===== src/rtl/mii_tx_pkg.sv =====
`timescale 1ns/1ps
package mii_tx_pkg;

   typedef enum logic [2:0] {
      ST_IDLE,
      ST_PRE,
      ST_LO,
      ST_HI,
      ST_FCS,
      ST_JAM,
      ST_DRAIN
   } tx_state_e;

   localparam int          PRE_LEN   = 16;
   localparam int          FCS_NIBS  = 8;
   localparam logic [3:0]  PRE_NIB   = 4'h5;
   localparam logic [3:0]  SFD_NIB   = 4'hD;
   localparam logic [31:0] CRC_POLY  = 32'hEDB88320;
   localparam logic [31:0] CRC_SEED  = 32'hFFFFFFFF;

   // One byte of reflected CRC-32, bit 0 of the byte first.
   function automatic logic [31:0] crc_step_byte(input logic [31:0] c,
                                                 input logic [7:0]  b);
      logic [31:0] r;
      r = c;
      for (int i = 0; i < 8; i++) begin
         if (r[0] ^ b[i]) r = (r >> 1) ^ CRC_POLY;
         else             r = r >> 1;
      end
      return r;
   endfunction

endpackage


===== src/rtl/mii_col_sync.sv =====
`timescale 1ns/1ps
module mii_col_sync #(
   parameter int STAGES = 2
) (
   input  logic clk,
   input  logic rst_n,
   input  logic d,
   output logic q
);

   if (STAGES < 2) begin : g_bad_stages
      $error("mii_col_sync: STAGES must be at least 2");
   end

   for (genvar g = 0; g < STAGES; g++) begin : g_stage
      logic r;
      if (g == 0) begin : g_first
         always_ff @(posedge clk or negedge rst_n) begin
            if (!rst_n) r <= 1'b0;
            else        r <= d;
         end
      end else begin : g_next
         always_ff @(posedge clk or negedge rst_n) begin
            if (!rst_n) r <= 1'b0;
            else        r <= g_stage[g-1].r;
         end
      end
   end

   assign q = g_stage[STAGES-1].r;

endmodule


===== src/rtl/mii_tx_crc.sv =====
`timescale 1ns/1ps
module mii_tx_crc
   import mii_tx_pkg::*;
(
   input  logic        clk,
   input  logic        rst_n,
   input  logic        restart,
   input  logic        take,
   input  logic [7:0]  byte_in,
   output logic [31:0] fcs
);

   logic [31:0] crc_q;

   always_ff @(posedge clk or negedge rst_n) begin
      if (!rst_n)       crc_q <= CRC_SEED;
      else if (restart) crc_q <= CRC_SEED;
      else if (take)    crc_q <= crc_step_byte(crc_q, byte_in);
   end

   assign fcs = ~crc_q;

endmodule


===== src/rtl/mii_tx_framer.sv =====
`timescale 1ns/1ps
module mii_tx_framer
   import mii_tx_pkg::*;
#(
   parameter int         SYNC_STAGES = 2,
   parameter int         JAM_NIBBLES = 8,
   parameter logic [3:0] JAM_NIB     = 4'h5
) (
   input  logic       tx_clk,
   input  logic       rst_n,
   input  logic [7:0] s_data,
   input  logic       s_valid,
   input  logic       s_last,
   output logic       s_ready,
   input  logic       col_async,
   output logic [3:0] mii_txd,
   output logic       mii_txen,
   output logic       frame_done,
   output logic       frame_abort,
   output logic       tx_underrun
);

   localparam int CNT_MAX = (JAM_NIBBLES > PRE_LEN) ? JAM_NIBBLES : PRE_LEN;
   localparam int CNT_W   = $clog2(CNT_MAX + 1);

   if (JAM_NIBBLES < 1 || JAM_NIBBLES > 64) begin : g_bad_jam
      $error("mii_tx_framer: JAM_NIBBLES out of range");
   end

   tx_state_e        state_q;
   logic [CNT_W-1:0] cnt_q;
   logic [3:0]       hold_q;
   logic             last_q;
   logic             seen_last_q;
   logic [3:0]       txd_q;
   logic             txen_q;
   logic             done_q, abort_q, unr_q;
   logic             col_s;
   logic             in_frame;
   logic             col_hit;
   logic             take;
   logic [31:0]      fcs_w;

   mii_col_sync #(.STAGES(SYNC_STAGES)) col_sync_i (
      .clk   (tx_clk),
      .rst_n (rst_n),
      .d     (col_async),
      .q     (col_s)
   );

   assign in_frame = (state_q == ST_PRE) || (state_q == ST_LO) ||
                     (state_q == ST_HI)  || (state_q == ST_FCS);
   assign col_hit  = col_s && in_frame;
   assign s_ready  = ((state_q == ST_LO) && !col_s) || (state_q == ST_DRAIN);
   assign take     = (state_q == ST_LO) && !col_s && s_valid;

   mii_tx_crc crc_i (
      .clk     (tx_clk),
      .rst_n   (rst_n),
      .restart (state_q == ST_IDLE),
      .take    (take),
      .byte_in (s_data),
      .fcs     (fcs_w)
   );

   always_ff @(posedge tx_clk or negedge rst_n) begin
      if (!rst_n) begin
         state_q     <= ST_IDLE;
         cnt_q       <= '0;
         hold_q      <= '0;
         last_q      <= 1'b0;
         seen_last_q <= 1'b0;
         txd_q       <= '0;
         txen_q      <= 1'b0;
         done_q      <= 1'b0;
         abort_q     <= 1'b0;
         unr_q       <= 1'b0;
      end else begin
         done_q  <= 1'b0;
         abort_q <= 1'b0;
         unr_q   <= 1'b0;
         if (col_hit && !(state_q == ST_FCS && cnt_q == CNT_W'(FCS_NIBS))) begin
            state_q <= ST_JAM;
            txd_q   <= JAM_NIB;
            cnt_q   <= CNT_W'(1);
         end else begin
            case (state_q)
               ST_IDLE: begin
                  txen_q      <= 1'b0;
                  txd_q       <= '0;
                  seen_last_q <= 1'b0;
                  if (s_valid) begin
                     state_q <= ST_PRE;
                     txen_q  <= 1'b1;
                     txd_q   <= PRE_NIB;
                     cnt_q   <= CNT_W'(1);
                  end
               end
               ST_PRE: begin
                  if (cnt_q == CNT_W'(PRE_LEN - 1)) begin
                     txd_q   <= SFD_NIB;
                     state_q <= ST_LO;
                  end else begin
                     txd_q <= PRE_NIB;
                     cnt_q <= cnt_q + 1'b1;
                  end
               end
               ST_LO: begin
                  if (s_valid) begin
                     txd_q       <= s_data[3:0];
                     hold_q      <= s_data[7:4];
                     last_q      <= s_last;
                     seen_last_q <= s_last;
                     state_q     <= ST_HI;
                  end else begin
                     txen_q  <= 1'b0;
                     txd_q   <= '0;
                     unr_q   <= 1'b1;
                     state_q <= ST_DRAIN;
                  end
               end
               ST_HI: begin
                  txd_q   <= hold_q;
                  cnt_q   <= '0;
                  state_q <= last_q ? ST_FCS : ST_LO;
               end
               ST_FCS: begin
                  if (cnt_q == CNT_W'(FCS_NIBS)) begin
                     txen_q  <= 1'b0;
                     txd_q   <= '0;
                     done_q  <= 1'b1;
                     state_q <= ST_IDLE;
                  end else begin
                     txd_q <= fcs_w[{cnt_q[2:0], 2'b00} +: 4];
                     cnt_q <= cnt_q + 1'b1;
                  end
               end
               ST_JAM: begin
                  if (cnt_q == CNT_W'(JAM_NIBBLES)) begin
                     txen_q  <= 1'b0;
                     txd_q   <= '0;
                     abort_q <= 1'b1;
                     state_q <= seen_last_q ? ST_IDLE : ST_DRAIN;
                  end else begin
                     txd_q <= JAM_NIB;
                     cnt_q <= cnt_q + 1'b1;
                  end
               end
               ST_DRAIN: begin
                  txen_q <= 1'b0;
                  txd_q  <= '0;
                  if (s_valid && s_last) state_q <= ST_IDLE;
               end
               default: state_q <= ST_IDLE;
            endcase
         end
      end
   end

   assign mii_txd     = txd_q;
   assign mii_txen    = txen_q;
   assign frame_done  = done_q;
   assign frame_abort = abort_q;
   assign tx_underrun = unr_q;

endmodule


===== config.mk =====
export PLATFORM = sky130hd
export DESIGN_NAME = mii_tx_framer
export DESIGN_NICKNAME = d
export VERILOG_FILES = /design/src/rtl/mii_tx_pkg.sv /design/src/rtl/mii_col_sync.sv /design/src/rtl/mii_tx_crc.sv /design/src/rtl/mii_tx_framer.sv
export SDC_FILE = /design/constraint.sdc
export NUM_CORES = 1
export LEC_CHECK = 0
export ABC_AREA = 1
export CAP_MARGIN = 20
export CORE_MARGIN = 5
export CORE_UTILIZATION = 55
export CTS_BUF_LIST = sky130_fd_sc_hd__clkbuf_4 sky130_fd_sc_hd__clkbuf_8
export DETAILED_ROUTE_END_ITERATION = 8
export DONT_BUFFER_PORTS = 1
export GPL_TIMING_DRIVEN = 0
export PLACE_DENSITY = 0.7
export SLEW_MARGIN = 30
export SYNTH_ARGS = -nofsm -noshare
export SYNTH_HDL_FRONTEND = slang
export SYNTH_HIERARCHICAL = 1
export SYNTH_SLANG_ARGS = --single-unit

===== constraint.sdc =====
create_clock -name tx_clk -period 5.2 [get_ports tx_clk]
set_input_delay 0 -clock tx_clk [delete_from_list [all_inputs] [get_ports tx_clk]]
set_output_delay 0 -clock tx_clk [all_outputs]
set_load 0.01 [all_outputs]

Yosys cells after proc, flatten, opt, wreduce, memory -nomap -nowiden
Index checks and enable logic that the tools add are counted.
{"block": "totals", "reg_bits": 56, "in_bits": 13}
{"block": "op_classes", "addsub": 1, "n_eq_ne": 18, "shift": 1, "n_mux": 60, "bitwise": 18, "n_reduce_logical": 24}
{"op": "$mux 32", "n": 24}
{"op": "$not 13->14", "n": 8}
{"op": "$mux 3", "n": 11}
{"op": "$not 32->32", "n": 1}
{"op": "$shiftx 32x6->4", "n": 1}
{"op": "$pmux 4 s7", "n": 1}
{"op": "$pmux 3 s7", "n": 1}
{"op": "$mux 5", "n": 4}
{"op": "$pmux 5 s4", "n": 1}
{"op": "$mux 4", "n": 4}
{"op": "$mux 1", "n": 12}
{"op": "$eq 5x4->1 const B", "n": 2}
{"op": "$eq 3x3->1 const B", "n": 3}
{"op": "$ne 3x1->1 const B", "n": 3}
{"op": "$ne 3x3->1 const B", "n": 3}
{"op": "$reduce_and 4->1", "n": 2}
{"op": "$reduce_bool 8->1", "n": 1}
{"op": "$xor 1x1->1", "n": 8}
{"op": "$eq 3x2->1 const B", "n": 2}
{"op": "$logic_and 1x1->1", "n": 6}
{"op": "$reduce_and 3->1", "n": 2}
{"op": "$add 5x1->5 const B", "n": 1}
{"op": "$reduce_and 5->1", "n": 1}
{"op": "$reduce_bool 5->1", "n": 1}
{"op": "13 further kinds", "n": 19}

Longest topological paths before layout
Gate-level depths: netlist (run 1).
{"block": "logic_depth", "word_depth": 33, "mapped_depth": 13, "ltp_nobuf": 13}

Cells and area by module
Netlist (run 1), hierarchy kept.
{"module": "mii_tx_crc", "instances": 1, "cells_each": 375, "area_each_um2": 2581.2, "seq_area_each_um2": 840.8}
{"module": "mii_tx_framer", "instances": 1, "cells_each": 276, "area_each_um2": 1726.7, "seq_area_each_um2": 550.5}
{"module": "mii_col_sync", "instances": 1, "cells_each": 2, "area_each_um2": 50.0, "seq_area_each_um2": 50.0}

Worst setup path before layout (run 1)
Ideal clock, no wire load.
{"block": "synth_timing", "path_type": "register -> register", "start": "register state_q[0]", "end": "register crc_i.crc_q[6]", "setup_time_ns": 0.078, "arrival_ns": 1.759, "t_required_ns": 5.122, "setup_slack_ns": 3.363, "path_stages_with_launch": 13, "cell_sequence": "dfrtp_1 > buf_6 > nor2_1 > nand2_1 > nor2_4 > nand2_2 > inv_2 > nor2_2 > nor2_2 > clkbuf_8 > o21ai_0 > o22ai_1 > inv_1"}
{"block": "synth_via", "elab_chain_len": 4, "word_cells_on_any_way": 6}
{"item": "start: declaration", "line_no": "mii_tx_framer.sv:30", "text": "tx_state_e state_q;"}
{"item": "start signal: assignment", "line_no": "mii_tx_framer.sv:125", "text": "state_q <= last_q ? ST_FCS : ST_LO;"}
{"item": "start signal: assignment", "line_no": "mii_tx_framer.sv:143", "text": "state_q <= seen_last_q ? ST_IDLE : ST_DRAIN;"}
{"item": "$eq 3x2->1", "line_no": "mii_tx_framer.sv:55", "text": "assign take = (state_q == ST_LO) && !col_s && s_valid;"}
{"item": "$logic_and 1x1->1 (2 in series)", "line_no": "mii_tx_framer.sv:55"}
{"item": "net take", "line_no": "mii_tx_framer.sv:41", "text": "logic take;"}
{"item": "$reduce_bool 2->1 (no source line)"}
{"item": "end signal: assignment", "line_no": "mii_tx_crc.sv:18", "text": "else if (take) crc_q <= crc_step_byte(crc_q, byte_in);"}
{"item": "end: declaration", "line_no": "mii_tx_crc.sv:13", "text": "logic [31:0] crc_q;"}
The timed path passes the listed nets, and every way through them passes these cells.
A chain may end at the register's enable or synchronous reset.

Worst setup path after layout (run 1)
{"block": "layout_timing", "start": "register state_q[2]", "end": "register crc_i.crc_q[12]"}
Same word-level chain as after synthesis.

==> results of run 1 <==
cell type report:
| cell class | instances | area, µm² | area share |
|---|---|---|---|
| Buffer | 12 | 86.3 | 0.0183 |
| Clock inverter | 3 | 21.3 | 0.00451 |
| Multi-Input combinational cell | 472 | 2400 | 0.509 |
| Sequential cell | 56 | 1440 | 0.306 |
| Clock buffer | 5 | 68.8 | 0.0146 |
| Inverter | 113 | 433 | 0.0919 |
| Tap cell | 102 | 128 | 0.0271 |
| Timing Repair Buffer | 12 | 138 | 0.0292 |
per-layer routing:
| metal | up-vias | GRT usage |
|---|---|---|
| met2 | 147 | 0.401 |
| met1 | 1934 | 0.378 |
| met3 | 15 | 0.0410 |
| li1 | 2043 | - |
| met5 | - | 0 |
| met4 | 0 | 0.0620 |
worst max path at each step:
| stage | slack [ns] | end |
|---|---|---|
| 2_1_floorplan | 3.36 | crc_i/crc_q[6]$_DFFE_PN1P_ |
| 3_3_place_gp | 2.62 | crc_i/crc_q[12]$_DFFE_PN1P_ |
| 3_5_place_dp | 2.61 | crc_i/crc_q[12]$_DFFE_PN1P_ |
| 4_1_cts | 2.59 | crc_i/crc_q[12]$_DFFE_PN1P_ |
| 5_1_grt | 2.40 | crc_i/crc_q[10]$_DFFE_PN1P_ |
| 6_report | 2.53 | crc_i/crc_q[12]$_DFFE_PN1P_ |
cell families after synthesis:
group,count (synthesis)
AOI/OAI and AO/OA,62
xor gates and xnor gates,30
adders and majority gates,3
buffers and inverters,125
DFF,56
and+or+nand+nor,377
placed cells by master (no fill, tap or decap), types with 3 or more instances in the layout:
master           n
a21oi_1         11
buf_2            4
clkbuf_1         3
clkbuf_8         6
dfrtp_1         24
dfstp_2         32
dlygate4sd3_1   11
ha_1             3
inv_1           95
inv_2           14
nand2_1        230
nand2_2         20
nand2_4         13
nand3_1         61
nor2_1          37
nor2_2           6
nor2_4           3
o21a_1           3
o21ai_0         17
o21ai_1         13
o22ai_1         10
xnor2_1          5
xnor2_2          3
xor2_1          20
state kept, by name, indices dropped and copies added, names as in the netlist:
| name | cells |
|---|---|
| cnt_q | 5 |
| seen_last_q | 1 |
| hold_q | 4 |
| mii_txd | 4 |
| state_q | 3 |
| last_q | 1 |
| col_sync_i/g_stage.r | 1 |
| tx_underrun | 1 |
| col_sync_i/q | 1 |
| frame_done | 1 |
| crc_i/crc_q | 32 |
| mii_txen | 1 |
| frame_abort | 1 |
stage by stage:
stage	hold WS, ns	total power [mW]	instances
after floorplan	-0.296	2.42	653
after global placement	-0.292	2.86	755
after detailed placement	-0.292	2.91	755
after CTS	0.0115	3.19	775
after global routing	0.0280	3.51	775
final	0.0237	3.21	775
worst max-delay path: cells and delay by family, from the launching register on:
family	cells	cell delay, ns
AND/OR/NAND/NOR	5	0.94
flip-flops	1	0.55
buffers and inverters	4	0.82
AO/OA/AOI/OAI	1	0.27
power groups by stage:
stage / clock network [mW] / registers (mW) / logic [mW]
after CTS: 0.260 / 0.832 / 2.10
after floorplan: 0 / 0.802 / 1.62
after detailed placement: 0 / 0.839 / 2.07
after global routing: 0.278 / 0.854 / 2.38
final: 0.250 / 0.833 / 2.13
after global placement: 0 / 0.834 / 2.03
cells in the mapped netlist, types with 2 or more instances:
cell type and count:
nand2_4 13, nand3_1 61, a22oi_1 2, o21ai_1 13
buf_2 4, o21a_1 3, inv_1 95, xnor2_2 3
o211ai_1 2, ha_1 3, or2_2 2, o22ai_1 10
dfstp_2 32, xor2_1 20, xnor2_1 5, clkbuf_1 3
o21ai_0 17, nand2_2 20, dfrtp_1 24, nand2_1 230
nor2_1 37, nand4_1 2, nor2_2 6, buf_4 2
a21oi_1 11, nor2_4 3, inv_2 14
==> impl_metrics.json, run 1 <==
{
  "outcome": "complete, no violations",
  "wl_per_cell_um": 15.8,
  "clock-root-buffer": "clkbuf_8",
  "cts.sinks": 56,
  "synth_fa_ha_area_frac": 0.00861,
  "synth_xor_area_frac": 0.0715,
  "yosysTopAreaCellShare": 0.198,
  "cp.required_ns": 5.45,
  "yosys_warnings": 6,
  "cts.path.max_buffers": 2,
  "path_class": "reg2reg",
  "skew_ns": 0.0129,
  "synthMuxAreaShare": 0,
  "rr_startpoint": "state_q[2]$_DFFE_PN0P_",
  "critPathArrivalTime_ns": 2.92,
  "hold_depth": 4,
  "wl_met3_um": 856,
  "yosysUniqueCellTypes": 43,
  "drv_slew": 0,
  "synth-edff-count": 0,
  "wirelength_um": 12200,
  "area_delta_synth_final_pct": 8.15,
  "seqPwrFrac": 0.260,
  "min_period_ns": 2.67,
  "p_per_area_mw_per_mm2": 681,
  "tritoncts": "yes",
  "postCtsHoldBufs": 12,
  "die_x_um": 99.0,
  "yosys_most_used_dff": "dfstp_2",
  "grt_overflow": 0,
  "dpl_worst_slack_ns": 2.61,
  "start_util": 0.564,
  "ys_seq_area_frac": 0.331,
  "ios": 22,
  "cp_slowest_stage_delay_ns": 0.55,
  "grt_pass1_wl_um": 19900,
  "antenna_found_initial": 0,
  "path_cells": "nor2_1 -> nand2_1 -> nor2_4 -> nand2_2 -> inv_2 -> nor2_2 -> inv_1 -> clkbuf_1 -> o22ai_1 -> inv_1",
  "layout.nets": 688,
  "wl_met1_um": 5810,
  "worst_pin_slew_ns": 0.719,
  "synth_area_mm2": 0.00436,
  "placedInstanceArea_mm2": 0.00449,
  "fin_ws_ns": 2.53,
  "finalSetupTns_ns": 0,
  "reg2reg_slack_ns": 2.53,
  "reg2regPathDepth": 10,
  "avgViaCountPerCell": 5.34,
  "setup_viol": 0,
  "async_reset_ff_frac": 1.00,
  "internal_power_mw": 1.51,
  "antennaDiodeCount": 0,
  "swShare": 0.531,
  "fin_util": 0.610,
  "syn_nets": 669,
  "h-tree-depth": 2,
  "postSynthCellCount": 653,
  "cp-end-kind": "flip-flop",
  "vdd_drop_max_uv": 302,
  "post_cts_buffers": 0,
  "max_cap_violations": 0,
  "grt_max_degree": 57,
  "max_freq_ghz": 0.375,
  "relSlewSlack": 0.521,
  "path_clk_slew_ns": 0.11,
  "yosys.area_share.simple": 0.389,
  "core_mm2": 0.00773,
  "grt_use_total": 0.259,
  "cp_common_cell": "inv_1",
  "hold_end": "crc_i/crc_q[0]$_DFFE_PN1P_",
  "routabilityCongestion": 0.919,
  "first_pass_iters": 5,
  "synth_seq_cells": 56,
  "rsz0062_at_grt": "no",
  "syn_area_per_cell_um2": 6.67,
  "wl_met2_um": 5400,
  "hold_path_class": "in2reg",
  "final_cell_area_mm2": 0.00471,
  "p_clk_frac": 0.078,
  "crit_path_start": "state_q[2]$_DFFE_PN0P_",
  "startpoint_type": "flip-flop",
  "slowest_stage": "dfrtp_1",
  "num_vias": 4139,
  "crit_path_max_fanout": 10,
  "reg2reg_to": "crc_i/crc_q[12]$_DFFE_PN1P_",
  "min_from": "s_data[2]",
  "power_switching_mw": 1.70,
  "drive_gt1_frac": 0.175,
  "rows": 32,
  "grt_pass1_vias": 3994,
  "io_buffer_count": 0,
  "min_period_over_period": 0.513,
  "synth_top_cell_by_area": "nand2_1",
  "insertion_delay_ns": 0.32,
  "drc": 0,
  "cts_buffers": 5,
  "fillers": 746,
  "p_leak_nw": 2.55,
  "route.top_layer_used": "met4",
  "synth_area_leaders": "nand2_1 (20%), dfstp_2 (19%), dfrtp_1 (14%)",
  "ant_nets": 0,
  "hpwl_um": 9180,
  "finalHoldViolations": 0,
  "chipHeight_um": 99.0,
  "initialDrtViolationCount": 289,
  "combPwrFrac": 0.662,
  "synth_top_family_by_area": "simple AND/OR/NAND/NOR gates",
  "synth_compound_area_frac": 0.0807,
  "dieArea_mm2": 0.00980,
  "cts_resized": 0
}
Power figures use the tool's default switching activity.
==> run 2, diff against run 1 <==
--- a/config.mk
+++ b/config.mk
@@ -5,7 +5,7 @@
 export SDC_FILE = /design/constraint.sdc
 export NUM_CORES = 1
 export LEC_CHECK = 0
-export ABC_AREA = 1
+export ABC_AREA = 0
 export CAP_MARGIN = 20
 export CORE_MARGIN = 5
 export CORE_UTILIZATION = 55
@@ -13,7 +13,7 @@
 export DETAILED_ROUTE_END_ITERATION = 8
 export DONT_BUFFER_PORTS = 1
 export GPL_TIMING_DRIVEN = 0
-export PLACE_DENSITY = 0.7
+export PLACE_DENSITY = 0.73
 export SLEW_MARGIN = 30
 export SYNTH_ARGS = -nofsm -noshare
 export SYNTH_HDL_FRONTEND = slang
==> constraint.sdc (replaced) <==
create_clock -name tx_clk -period 2.4 [get_ports tx_clk]
set_input_delay 0 -clock tx_clk [delete_from_list [all_inputs] [get_ports tx_clk]]
set_output_delay 0 -clock tx_clk [all_outputs]
set_load 0.01 [all_outputs]
==> run 2 against run 1 <==
  * Combinational power increased by 92%
  * Synthesized cell count shrank 42%
  * Hold slack improved by 0.011 ns
  * Count of clock-buffer cells in the layout grew 1
  * Sequential power increased by 99%
  * Critical endpoint is now cnt_q[2]$_DFFE_PN0P_
  * Largest cell class unchanged
  * Highest routed layer unchanged
==> impl_metrics.json, run 2 <==
{
  "final_common_cell": "xnor2_1",
  "synth_top_cell_by_area": "dfstp_2",
  "cp-end-kind": "flip-flop",
  "insertion_delay_ns": 0.31,
  "worst_pin_slew_ns": 0.806,
  "path_clk_slew_ns": 0.10,
  "skew_ns": 0.0120,
  "layout.cells.non_filler": 482,
  "grt_pass1_vias": 2871,
  "rr_startpoint": "cnt_q[0]$_DFFE_PN0P_",
  "dp_cells": 461,
  "rows": 30,
  "syn_nets": 397,
  "yosysTopAreaCellShare": 0.221,
  "yosys_warnings": 6,
  "grt_max_degree": 57,
  "drive_gt1_frac": 0.214,
  "drv_slew": 0,
  "async_reset_ff_frac": 1.00,
  "fillers": 586,
  "min_period_over_period": 0.962,
  "p_leak_nw": 1.88,
  "vdd_drop_max_uv": 1270,
  "combPwrFrac": 0.654,
  "path_class": "reg2reg",
  "swShare": 0.420,
  "synth_commonest_cells": "xnor2_1 (45), nor2_1 (44), inv_1 (39)",
  "min_from": "s_valid",
  "avgViaCountPerCell": 5.87,
  "finalHoldViolations": 0,
  "cts.sinks": 56,
  "area_delta_synth_final_pct": 9.33,
  "min_period_ns": 2.31,
  "h-tree-depth": 2,
  "antenna_found_initial": 0,
  "crit_path_start": "cnt_q[0]$_DFFE_PN0P_",
  "drc": 0,
  "syn_area_per_cell_um2": 10.0,
  "io_buffer_count": 0,
  "grt_use_total": 0.219,
  "yosys_most_used_dff": "dfstp_2",
  "yosysUniqueCellTypes": 62,
  "outcome": "complete, no violations",
  "power_switching_mw": 2.64,
  "antennaDiodeCount": 0,
  "top_register": "crc_i/crc_q",
  "rsz0062_at_grt": "yes",
  "power.total_mw": 6.28,
  "relSlewSlack": 0.459,
  "max_cap_violations": 0,
  "synth_area_leaders": "dfstp_2 (22%), dfrtp_1 (16%), xnor2_1 (10%)",
  "yosysMostFrequentCell": "xnor2_1",
  "start_util": 0.564,
  "startpoint_type": "flip-flop",
  "layout.nets": 418,
  "crit_path_max_fanout": 10,
  "synth_seq_cells": 56,
  "cts_buffers": 5,
  "hold_path_class": "in2reg",
  "largest_register_ffs": 32,
  "chipHeight_um": 93.2,
  "core_mm2": 0.00676,
  "reg2reg_to": "cnt_q[2]$_DFFE_PN0P_",
  "dieArea_mm2": 0.00869,
  "grt_overflow": 0,
  "routabilityCongestion": 0.905,
  "cts.path.max_buffers": 2,
  "holdWs_ns": 0.0350,
  "max_freq_ghz": 0.433,
  "critPathCapture": "cnt_q[2]$_DFFE_PN0P_",
  "tritoncts": "yes",
  "synth-edff-count": 0,
  "p_per_area_mw_per_mm2": 1510,
  "reg2reg_slack_ns": 0.09,
  "clock-root-buffer": "clkbuf_8",
  "num_vias": 2829,
  "seqPwrFrac": 0.264,
  "first_pass_iters": 4,
  "ios": 22,
  "ant_nets": 0,
  "postSynthCellCount": 381,
  "top_regs": "crc_i/crc_q: 32 flops, cnt_q: 5 flops",
  "hold_depth": 3,
  "hpwl_um": 6520,
  "grt_pass1_wl_um": 14800,
  "die_x_um": 93.2,
  "ys_seq_area_frac": 0.378,
  "layout_common_cells": "xnor2_1 (45), nor2_1 (44), inv_1 (39)",
  "p_clk_frac": 0.082,
  "internal_power_mw": 3.64,
  "initialDrtViolationCount": 169,
  "synth_area_mm2": 0.00381,
  "setup_viol": 0,
  "critPathArrivalTime_ns": 2.55,
  "cp.required_ns": 2.64,
  "wl_per_cell_um": 18.8,
  "reg2regPathDepth": 10,
  "wirelength_um": 9080
}
run 2: cell count changes in the layout (fill, tap and decap cells not counted), sizes merged, moves of 9 or more:
cell / previous run / this run
a211o: 0 / 27
clkbuf: 9 / 20
inv: 112 / 39
mux2: 0 / 9
nand2: 263 / 13
nand3: 62 / 8
o21ai: 31 / 17
xnor2: 9 / 53
xor2: 21 / 11
run 2: worst min path at each step:
stage                                   endpoint  slack (ns)
after global placement     tx_underrun$_DFF_PN0_       -0.29
after global routing      mii_txd[2]$_DFFE_PN0P_        0.05
final                       mii_txen$_DFFE_PN0P_        0.04
after floorplan             cnt_q[0]$_DFFE_PN0P_       -0.30
after detailed placement    frame_done$_DFF_PN0_       -0.29
after CTS                 mii_txd[2]$_DFFE_PN0P_        0.03
run 2: layer usage:
| metal | share of wire | track usage |
|---|---|---|
| met5 | 0 | 0 |
| met1 | 0.42 | 0.277 |
| met3 | 0.056 | 0.0459 |
| met4 | 0.012 | 0.0696 |
| met2 | 0.51 | 0.376 |
run 2: power groups by stage:
stage	combinational, mW	clock, mW	sequential (mW)
global placement	3.78	0	1.67
floorplan	3.23	0	1.60
finish	4.10	0.512	1.66
detailed placement	3.84	0	1.68
CTS	3.93	0.534	1.67
global route	4.46	0.569	1.70
run 2: final cells by class:
| class | count | area (µm²) | area share |
|---|---|---|---|
| buffer | 22 | 114 | 0.0273 |
| clock buffer | 6 | 76.3 | 0.0183 |
| timing repair buffer | 14 | 143 | 0.0343 |
| inverter | 40 | 150 | 0.0361 |
| multi-input combinational | 263 | 2130 | 0.512 |
| clock inverter | 1 | 5.00 | 0.00120 |
| tap | 80 | 100 | 0.0240 |
| sequential | 56 | 1440 | 0.346 |
run 2: worst max-delay path, cell delays in order, from the launching register on:
cell and delay, ns:
dfrtp_1 0.37, buf_4 0.18, buf_8 0.16, inv_1 0.05, ha_1 0.23, nand4bb_4 0.15
nand2_2 0.09, and3_1 0.16, buf_6 0.13, or4b_1 0.54, a21oi_2 0.17
run 2: timing repair:
action | 4_1_cts | 5_1_grt
buffers inserted | 0 | 6
endpoints found under the setup margin | 30 | 23
hold endpoints to repair | 64 | 0
resized for setup | 6 | 15
hold buffers | 8 | 0
pin swaps | 0 | 1
run 2: through the flow:
stage           util  setup slack [ns]  setup TNS (ns)  area [µm²]
3_3_place_gp   0.579            -0.275           -2.84        3910
2_1_floorplan      -             0.240               0        3810
6_report       0.616            0.0911               0        4160
4_1_cts        0.607            0.0307               0        4100
3_5_place_dp   0.579            -0.304           -3.31        3910
5_1_grt        0.616          -0.00641         -0.0115        4160
run 2: cells by family (layout without fill, tap and decap cells):
logic type,after synthesis,in the layout,share of synthesized area
compound gates,82,82,0.153
mux,17,17,0.0673
flops,56,56,0.378
simple gates,92,92,0.121
xor+xnor,69,69,0.207
buf+inv,62,83,0.0641
fa+ha+maj,3,3,0.00986
==> run 3, diff against run 2 <==
--- a/config.mk
+++ b/config.mk
@@ -5,7 +5,7 @@
 export SDC_FILE = /design/constraint.sdc
 export NUM_CORES = 1
 export LEC_CHECK = 0
-export ABC_AREA = 0
+export ABC_AREA = 1
 export CAP_MARGIN = 20
 export CORE_MARGIN = 5
 export CORE_UTILIZATION = 55
==> run 3 against run 2 <==
  * Critical path depth is 3 higher
  * First-iteration DRC count is 100% higher
  * Flip-flop and latch count stayed put
  * Via count is 47% higher
  * Clock power is 30% higher
  * Wire length is 34% higher
  * Combinational power is 13% higher
  * Count of clock-buffer cells in the layout stayed put
  * Critical endpoint is now crc_i/crc_q[8]$_DFFE_PN1P_
  * Die area is 13% higher
  * Power is 13% higher
  * Cell count is 61% higher
==> impl_metrics.json, run 3 (same netlist as run 1, synthesis figures left out) <==
{
  "seq_area_mm2": 0.00144,
  "power_switching_mw": 3.68,
  "fin_util": 0.618,
  "grt_overflow": 0,
  "p_clk_frac": 0.094,
  "drc": 0,
  "worst_pin_slew_ns": 0.628,
  "min_period_ns": 2.24,
  "max_cap_violations": 0,
  "final_common_cell": "nand2_1",
  "hold_path_class": "in2reg",
  "antennaDiodeCount": 0,
  "finalHoldViolations": 0,
  "holdWs_ns": 0.00996,
  "setup_viol": 0,
  "insertion_delay_ns": 0.32,
  "io_buffer_count": 0,
  "drv_slew": 0,
  "top_register": "crc_i/crc_q",
  "layout.cells.non_filler": 776,
  "crit_path_start": "state_q[0]$_DFFE_PN0P_",
  "start_util": 0.564,
  "path_clk_slew_ns": 0.11,
  "initialDrtViolationCount": 340,
  "h-tree-depth": 2,
  "largest_register_ffs": 32,
  "min_from": "s_data[2]",
  "reg2regPathDepth": 13,
  "cp-end-kind": "flip-flop",
  "dp_cells": 755,
  "swShare": 0.517,
  "skew_ns": 0.0142,
  "fillers": 704,
  "relSlewSlack": 0.581,
  "ios": 22,
  "power.total_mw": 7.12,
  "rows": 32,
  "die_x_um": 99.0,
  "hold_end": "crc_i/crc_q[0]$_DFFE_PN1P_",
  "cp_common_cell": "nor2_4",
  "cpLargestDelayFamily": "simple AND/OR/NAND/NOR gates",
  "cts.sinks": 56,
  "layout_common_cells": "nand2_1 (230), inv_1 (95), nand3_1 (61)",
  "grt_max_degree": 57,
  "p_per_area_mw_per_mm2": 1490,
  "hpwl_um": 9000,
  "drive_gt1_frac": 0.182,
  "internal_power_mw": 3.44,
  "p_leak_nw": 2.58,
  "first_pass_iters": 5,
  "cp_slowest_stage_delay_ns": 0.39,
  "ant_nets": 0,
  "dieArea_mm2": 0.00980,
  "tritoncts": "yes",
  "area_delta_synth_final_pct": 9.50,
  "grt_pass1_wl_um": 20200,
  "core_mm2": 0.00773,
  "reg2reg_slack_ns": 0.16,
  "vdd_drop_max_uv": 693,
  "path_cells": "buf_6 -> nor2_1 -> nand2_1 -> nor2_4 -> nand2_2 -> inv_4 -> nor2_4 -> nor2_4 -> inv_2 -> a21oi_1 -> o21ai_0 -> o21ai_1 -> inv_1",
  "slowest_stage": "dfrtp_1",
  "routabilityCongestion": 0.962,
  "grt_pass1_vias": 4101,
  "layout.nets": 689,
  "cts_buffers": 5,
  "seqPwrFrac": 0.253,
  "path_buf_inv": 4,
  "outcome": "complete, no violations",
  "num_vias": 4171,
  "cts.path.max_buffers": 2,
  "grt_use_total": 0.257,
  "cp.required_ns": 2.65,
  "clock-root-buffer": "clkbuf_8",
  "combPwrFrac": 0.654,
  "avgViaCountPerCell": 5.38,
  "chipHeight_um": 99.0,
  "antenna_found_initial": 0,
  "rr_startpoint": "state_q[0]$_DFFE_PN0P_",
  "min_period_over_period": 0.933,
  "critPathArrivalTime_ns": 2.49,
  "path_class": "reg2reg",
  "rsz0062_at_grt": "no",
  "max_freq_ghz": 0.446,
  "wl_per_cell_um": 15.7,
  "crit_path_max_fanout": 10,
  "reg2reg_to": "crc_i/crc_q[8]$_DFFE_PN1P_",
  "hold_depth": 4,
  "startpoint_type": "flip-flop",
  "top_regs": "crc_i/crc_q: 32 flops, cnt_q: 5 flops",
  "wirelength_um": 12100,
  "multi_input_area_mm2": 0.00241
}
[run 3: cell types whose count changed in the layout (fill, tap and decap cells not counted), sizes merged, moves of 10 or more]
| cell | before | now |
|---|---|---|
| xnor2 | 53 | 9 |
| inv | 39 | 111 |
| a211o | 27 | 0 |
| clkbuf | 20 | 10 |
| xor2 | 11 | 21 |
| o21ai | 17 | 31 |
| nand2 | 13 | 263 |
| nand3 | 8 | 62 |
[run 3: per-layer routing]
layer	wire [µm]	vias to the layer above	part of all wire	GRT usage
li1	-	2047	-	-
met1	5060	1926	0.42	0.325
met2	5990	159	0.49	0.436
met3	671	39	0.055	0.0382
met4	427	0	0.035	0.110
met5	0	-	0	0
[run 3: worst max path at each step]
| stage | to | slack, ns | depth (start not counted) |
|---|---|---|---|
| floorplan | crc_i/crc_q[6]$_DFFE_PN1P_ | 0.56 | 12 |
| global placement | crc_i/crc_q[5]$_DFFE_PN1P_ | -0.09 | 10 |
| detailed placement | crc_i/crc_q[6]$_DFFE_PN1P_ | -0.09 | 10 |
| CTS | crc_i/crc_q[29]$_DFFE_PN1P_ | 0.12 | 10 |
| global route | crc_i/crc_q[20]$_DFFE_PN1P_ | 0.0008 | 12 |
| finish | crc_i/crc_q[8]$_DFFE_PN1P_ | 0.16 | 13 |
[run 3: final cells by class]
class	instances	share of cell area
clock inverters	2	0.00813
inverters	113	0.0912
well taps	102	0.0267
multi-input cells	472	0.506
plain buffers	12	0.0189
clock buffers	6	0.0173
repair buffers	13	0.0299
flip-flops and latches	56	0.302
[run 3: power groups by stage]
stage	Clock [mW]	Combinational (mW)	Sequential (mW)
3_5_place_dp	0	4.46	1.81
3_3_place_gp	0	4.37	1.80
6_report	0.667	4.65	1.80
2_1_floorplan	0	3.51	1.74
5_1_grt	0.725	5.19	1.84
4_1_cts	0.689	4.55	1.79
[run 3: worst reg2reg max path, cell delays in order (launching register included)]
cell and delay [ns]:
dfrtp_1 0.39, buf_6 0.14, nor2_1 0.15, nand2_1 0.13, nor2_4 0.19, nand2_2 0.15
inv_4 0.14, nor2_4 0.09, nor2_4 0.23, inv_2 0.15, a21oi_1 0.13, o21ai_0 0.10
o21ai_1 0.11, inv_1 0.06
[run 3: per-stage QoR]
stage                     TNS (ns)  area [µm²]  worst slack, ns
after detailed placement    -0.670        4490          -0.0948
after global routing             0        4770         0.000788
final                            0        4770            0.160
after CTS                        0        4750            0.116
after global placement      -0.709        4490          -0.0906
after floorplan                  0        4360            0.563
[run 3: what timing repair did]
item                                   CTS  global route
setup endpoints to repair               14            22
buffers inserted                         0             2
endpoints found under the hold margin   69             0
hold buffers                            11             0
resized for setup                        3             5
pin swaps                                0             1
